$ cat config.mk
export PLATFORM = sky130hd
export DESIGN_NAME = vdma_stall_ctrl
export DESIGN_NICKNAME = d
export VERILOG_FILES = /design/src/rtl/vdma_pkg.sv /design/src/rtl/vdma_regs.sv /design/src/rtl/vdma_fsm.sv /design/src/rtl/vdma_stall_ctrl.sv
export SDC_FILE = /design/constraint.sdc
export NUM_CORES = 1
export LEC_CHECK = 0
export ABC_CLOCK_PERIOD_IN_PS = 2400
export BUFFER_PORTS_ARGS = -buffer_cell sky130_fd_sc_hd__buf_2
export CORE_MARGIN = 2
export CORE_UTILIZATION = 45
export CTS_CLUSTER_DIAMETER = 150
export DETAILED_ROUTE_END_ITERATION = 7
export PLACE_DENSITY = 0.66
export SYNTH_ARGS = -nofsm -noshare
export SYNTH_HDL_FRONTEND = slang
export SYNTH_SLANG_ARGS = --single-unit
$ cat constraint.sdc
create_clock -name clk -period 2.4 [get_ports clk]
set_input_delay 0.12 -clock clk [delete_from_list [all_inputs] [get_ports clk]]
set_output_delay 0.12 -clock clk [all_outputs]
set_load 0.005 [all_outputs]
$ cat src/rtl/vdma_pkg.sv
package vdma_pkg;

    typedef enum logic [1:0] {
        ST_IDLE  = 2'd0,
        ST_XFER  = 2'd1,
        ST_DRAIN = 2'd2
    } xfer_state_e;

    localparam logic [2:0] SEL_LEN    = 3'd0;
    localparam logic [2:0] SEL_SRC_LO = 3'd1;
    localparam logic [2:0] SEL_SRC_HI = 3'd2;
    localparam logic [2:0] SEL_STEP   = 3'd3;
    localparam logic [2:0] SEL_CMD_A  = 3'd4;
    localparam logic [2:0] SEL_CMD_B  = 3'd5;

    localparam int GO_BIT = 0;

endpackage

$ cat src/rtl/vdma_regs.sv
module vdma_regs #(
    parameter int DW     = 16,
    parameter int LEN_W  = 16,
    parameter int SRC_AW = 24,
    parameter int DST_AW = 16,
    parameter int INC_W  = 8
) (
    input  logic              clk,
    input  logic              rst_n,
    input  logic              wr_en,
    input  logic [2:0]        sel,
    input  logic [DW-1:0]     wdata,
    input  logic              step,
    output logic              trigger,
    output logic              last,
    output logic [SRC_AW-1:0] src_q,
    output logic [DST_AW-1:0] dst_q
);
    import vdma_pkg::*;

    localparam int SRC_HI_W = SRC_AW - DW;

    typedef struct packed {
        logic [LEN_W-1:0]  len;
        logic [SRC_AW-1:0] src;
        logic [DST_AW-1:0] dst;
        logic [INC_W-1:0]  inc;
        logic              armed;
    } regs_t;

    regs_t r_q, r_d;
    logic  trig_d;
    logic  unused_wdata;

    assign unused_wdata = ^wdata;

    always_comb begin
        r_d    = r_q;
        trig_d = 1'b0;
        if (step) begin
            r_d.len = r_q.len - LEN_W'(1);
            r_d.src = r_q.src + SRC_AW'(2);
            r_d.dst = r_q.dst + DST_AW'(r_q.inc);
        end else if (wr_en) begin
            case (sel)
                SEL_LEN:    r_d.len = LEN_W'(wdata);
                SEL_SRC_LO: r_d.src[DW-1:0] = wdata;
                SEL_SRC_HI: r_d.src[SRC_AW-1:DW] = wdata[SRC_HI_W-1:0];
                SEL_STEP:   r_d.inc = wdata[INC_W-1:0];
                SEL_CMD_A: begin
                    r_d.dst   = DST_AW'(wdata);
                    r_d.armed = 1'b1;
                end
                SEL_CMD_B: begin
                    trig_d    = r_q.armed && wdata[GO_BIT];
                    r_d.armed = 1'b0;
                end
                default: ;
            endcase
        end
    end

    always_ff @(posedge clk) begin
        if (!rst_n) begin
            r_q <= '0;
        end else begin
            r_q <= r_d;
        end
    end

    assign trigger = trig_d;
    assign last    = (r_q.len == LEN_W'(1));
    assign src_q   = r_q.src;
    assign dst_q   = r_q.dst;

    // counter drops by one per moved word
    a_r5_len_dec: assert property (@(posedge clk) disable iff (!rst_n)
        step |=> (r_q.len == $past(r_q.len) - LEN_W'(1)));

    // source advances two bytes per word
    a_r4_src_step: assert property (@(posedge clk) disable iff (!rst_n)
        step |=> (r_q.src == $past(r_q.src) + SRC_AW'(2)));

    // without an accepted write or a move, nothing changes
    a_r7_hold_regs: assert property (@(posedge clk) disable iff (!rst_n)
        (!wr_en && !step) |=> $stable(r_q));

endmodule

$ cat src/rtl/vdma_fsm.sv
module vdma_fsm (
    input  logic clk,
    input  logic rst_n,
    input  logic trigger,
    input  logic grant,
    input  logic last,
    output logic step,
    output logic busy
);
    import vdma_pkg::*;

    typedef struct packed {
        xfer_state_e state;
    } fsm_t;

    fsm_t f_q, f_d;

    always_comb begin
        f_d = f_q;
        case (f_q.state)
            ST_IDLE:  if (trigger) f_d.state = ST_XFER;
            ST_XFER:  if (grant && last) f_d.state = ST_DRAIN;
            ST_DRAIN: f_d.state = ST_IDLE;
            default:  f_d.state = ST_IDLE;
        endcase
    end

    always_ff @(posedge clk) begin
        if (!rst_n) begin
            f_q.state <= ST_IDLE;
        end else begin
            f_q <= f_d;
        end
    end

    assign step = (f_q.state == ST_XFER) && grant;
    assign busy = (f_q.state != ST_IDLE);

    // a start in idle stalls from the next cycle
    a_r2_start: assert property (@(posedge clk) disable iff (!rst_n)
        (!busy && trigger) |=> (f_q.state == ST_XFER));

    // final word leads to exactly one drain cycle
    a_r6_last: assert property (@(posedge clk) disable iff (!rst_n)
        (step && last) |=> (f_q.state == ST_DRAIN));

    a_r6_drain: assert property (@(posedge clk) disable iff (!rst_n)
        (f_q.state == ST_DRAIN) |=> !busy);

endmodule

$ cat src/rtl/vdma_stall_ctrl.sv
module vdma_stall_ctrl #(
    parameter int DW     = 16,
    parameter int LEN_W  = 16,
    parameter int SRC_AW = 24,
    parameter int DST_AW = 16,
    parameter int INC_W  = 8
) (
    input  logic              clk,
    input  logic              rst_n,
    input  logic              cpu_wr,
    input  logic [2:0]        cpu_sel,
    input  logic [DW-1:0]     cpu_wdata,
    output logic              cpu_wait,
    output logic              dma_busy,
    input  logic              slot_grant,
    output logic [SRC_AW-1:0] src_addr,
    input  logic [DW-1:0]     src_rdata,
    output logic              vram_we,
    output logic [DST_AW-1:0] vram_addr,
    output logic [DW-1:0]     vram_wdata
);
    logic busy;
    logic wr_en;
    logic step;
    logic trigger;
    logic last;

    assign wr_en = cpu_wr && !busy;

    vdma_regs #(
        .DW(DW), .LEN_W(LEN_W), .SRC_AW(SRC_AW), .DST_AW(DST_AW), .INC_W(INC_W)
    ) u_regs (
        .clk     (clk),
        .rst_n   (rst_n),
        .wr_en   (wr_en),
        .sel     (cpu_sel),
        .wdata   (cpu_wdata),
        .step    (step),
        .trigger (trigger),
        .last    (last),
        .src_q   (src_addr),
        .dst_q   (vram_addr)
    );

    vdma_fsm u_fsm (
        .clk     (clk),
        .rst_n   (rst_n),
        .trigger (trigger),
        .grant   (slot_grant),
        .last    (last),
        .step    (step),
        .busy    (busy)
    );

    assign cpu_wait   = busy;
    assign dma_busy   = busy;
    assign vram_we    = step;
    assign vram_wdata = src_rdata;

    // video writes only in granted cycles of a transfer
    a_r3_we_grant: assert property (@(posedge clk) disable iff (!rst_n)
        vram_we |-> (slot_grant && cpu_wait));

    // destination holds still between moves while busy
    a_r4_dst_hold: assert property (@(posedge clk) disable iff (!rst_n)
        (cpu_wait && !vram_we) |=> $stable(vram_addr));

endmodule

==> impl_metrics.csv <==
group,metric,value,unit
worst_setup_path,crit_end,"u_regs.dst_q[8]",
synthesis,synth_edf_count,0,
worst_setup_path,r2r_cells,7,
timing,hold_viol,0,
grt,grt_max_degree,35,
pwr,total_power,2830,µW
synthesis,ys_ff_latch,67,
timing,relSlewSlack,64.3,%
timing,timing.final.crit_period,2340,ps
worst_setup_path,regToRegEndpoint,"u_regs.dst_q[8]",
cts,cts.path.max_buffers,2,
timing,min_period_over_period,97.5,%
timing,setup_tns,0,ps
worst_setup_path,required,2660,ps
synthesis,netlist_area,0.00459,mm²
floorplanning,start_util,46.7,%
place,gp_congestion,0.900,
drt,vias_per_cell,6.26,
finish,antenna_cells,0,
worst_setup_path,worstSetupStartpoint,"u_regs.dst_q[0]",
timing,finClkSkew,12.9,ps
finish,fin_area,0.00496,mm²
timing,finalSetupViolCount,0,
worst_setup_path,cp-start-kind,"register",
worst_setup_path,crit_type,"reg -> reg",
synthesis,synth_nets,628,
synthesis,yosys.cell_types.count,74,
floorplanning,rows,36,
grt,grt_usage,25.4,%
cts,h-tree-depth,3,
place,place_area,0.00466,mm²
cts,tritoncts,"yes",
synthesis,syn-instance-count,577,
min_path,hold_class,"in -> reg",
grt,grt_pass1_vias,4225,
pwr,p_leak,0.00211,µW
finish,areaGrowthSynthToFinish,8.04,%
timing,max_freq,427,MHz
worst_setup_path,endpoint_kind,"register",
timing,drv_slew,0,
synthesis,yosysTopAreaCellShare,29.2,%
cts,cts.hold.buffers_added,0,
worst_setup_path,r2r_setup_slack,60,ps
grt,grt_pass1_wl,22.2,mm
cts,clock_latency,370,ps
cts,cts_sinks,67,
floorplanning,die_x,105,µm
synthesis,async_reset_ff_share,0,%
grt,antenna_found_initial,0,
job,cap_violations,0,
cts,root_buffer,"clkbuf_8",
synthesis,synth_common_cells,"dfxtp_1 (67), nand2_1 (58), buf_4 (57)",
synthesis,synth_area_leaders,"dfxtp_1 (29%), buf_4 (9.3%), a21oi_1 (5.6%), nand2_1 (4.7%), nor2_1 (4.3%)",
drt,first_pass_iters,6,
worst_setup_path,cp_max_fo,3,
run_status,outcome,"complete, no violations",
floorplanning,core,0.00982,mm²
timing,rsz0062_at_grt,"no",
finish,layout-drive-gt1-share,21.8,%
pwr,power_density,572,mW/mm²
finish,post-route-util,50.5,%
grt,grt-ovfl-total,0,
synthesis,ys_warn_count,0,
pwr,ir_worst_vdd,0.231,mV
drt,route.detailed.drc,0,
synthesis,avgSynthCellArea,7.95,µm²
cts,numCtsBuffers,9,
finish,num-nets-final,634,
worst_setup_path,r2r_start,"u_regs.dst_q[0]",
floorplanning,die_h,105,µm
synthesis,synth_ff_type,"dfxtp_1",
floorplanning,dieArea,0.0110,mm²
cts,cts_setup_buffers,0,
drt,drt_wl_total,14.0,mm
drt,ant_nets,0,
floorplanning,ios,98,
synthesis,post-synth-top-count-cell,"dfxtp_1",
drt,vias,4516,
place,port_buffers,65,
timing,worstMarginPinSlew,535,ps
drt,routedWlPerCell,19.5,µm
place,post-dp-hpwl,10.2,mm
cts,clk_pin_slew,80,ps
synthesis,yosysTopAreaCell,"dfxtp_1",
drt,drtIter0Drc,410,
synthesis,ys_seq_area_share,29.2,%
worst_setup_path,cp.arrival,2600,ps
-- kinds of logic after synthesis --
group                      share of synthesized area (%)
AOI/OAI and AO/OA                                   25.4
xor gates and xnor gates                            1.15
adders and majority gates                           3.44
buffers and inverters                               13.5
DFF                                                 29.2
muxes                                               3.19
and+or+nand+nor                                     24.1
-- cells in the final DEF (no fill, tap or decap), types with 3 or more instances in the layout --
master     count
and2_1        10
a21oi_1       51
buf_2         65
o221a_2        8
nor2_1        52
mux2i_1        9
nand4_1       12
bufinv_16      5
dfxtp_1       67
nor3_1         6
o311ai_0       5
xor2_1         3
inv_1         15
nor4_1         5
nand3_1       23
clkbuf_8      10
and4_1         3
nand2_1       58
xnor2_1        3
a211oi_1      11
a41oi_1        3
ha_1          11
o31ai_1        5
o311a_1        5
a21o_1         5
a31oi_1       10
o211ai_1       4
and3_1         6
mux2_2         4
o21a_1         7
o21ai_0       29
buf_4         15
a311oi_1       4
a221oi_1       3
-- worst min-delay path by stage --
stage	start	endpoint	slack [ps]	cells after the start
after floorplan	cpu_wdata[0]	u_regs.src_q[0]	260	2
after global placement	src_rdata[14]	vram_wdata[14]	240	0
after detailed placement	src_rdata[14]	vram_wdata[14]	240	0
after CTS	cpu_wdata[1]	u_regs.r_q[2]	6	3
after global routing	cpu_wdata[1]	u_regs.r_q[2]	20	3
final	cpu_wdata[1]	u_regs.r_q[2]	6	3
-- critical path: stages (launching register included) --
cell and delay [ps]:
dfxtp_1 330, ha_1 240, fa_1 410, a21oi_1 250, o21bai_1 140, a2111oi_0 390, and3b_1 220, o31a_1 260
-- metal layers --
layer / global-route usage, % / up-vias / routed length [µm] / share of wire, %
li1: - / 2087 / - / -
met1: 34.8 / 2146 / 6100 / 43
met2: 39.7 / 248 / 6320 / 45
met3: 4.12 / 35 / 1320 / 9.4
met4: 9.90 / 0 / 303 / 2.2
met5: 0 / - / 0 / 0
-- registers in the layout (all words and copies together), names as in the netlist --
signal        count
u_regs.src_q     24
u_regs.r_q       25
u_regs.dst_q     16
u_fsm.f_q         2
-- per-stage QoR --
step / worst slack [ps] / hold WS [ps] / cells
floorplan: 241 / 256 / 577
global placement: 133 / 240 / 705
detailed placement: 103 / 240 / 705
CTS: 77.2 / 6.05 / 721
global route: 4.64 / 18.6 / 721
finish: 59.8 / 6.18 / 721
-- report_power, final --
group	internal (µW)	leakage [µW]	total (µW)	switching, µW
clock network	933	0.000147	1430	494
logic	91.3	0.00142	256	165
registers	1130	0.000541	1150	21.3
-- area by class of cell --
type	instances	area, µm²
clock inverters	6	159
flip-flops and latches	67	1340
clock buffers	10	138
inverters	17	63.8
repair buffers	81	458
multi-input cells	407	2630
well taps	133	166
fillers	987	4860
-- repair_timing --
| item | in CTS | in global routing |
|---|---|---|
| endpoints found under the hold margin | 0 | 0 |
| setup endpoints to repair | 0 | 2 |
| gates resized for setup | 0 | 1 |
Note: power is estimated with default switching activity, not from simulation.
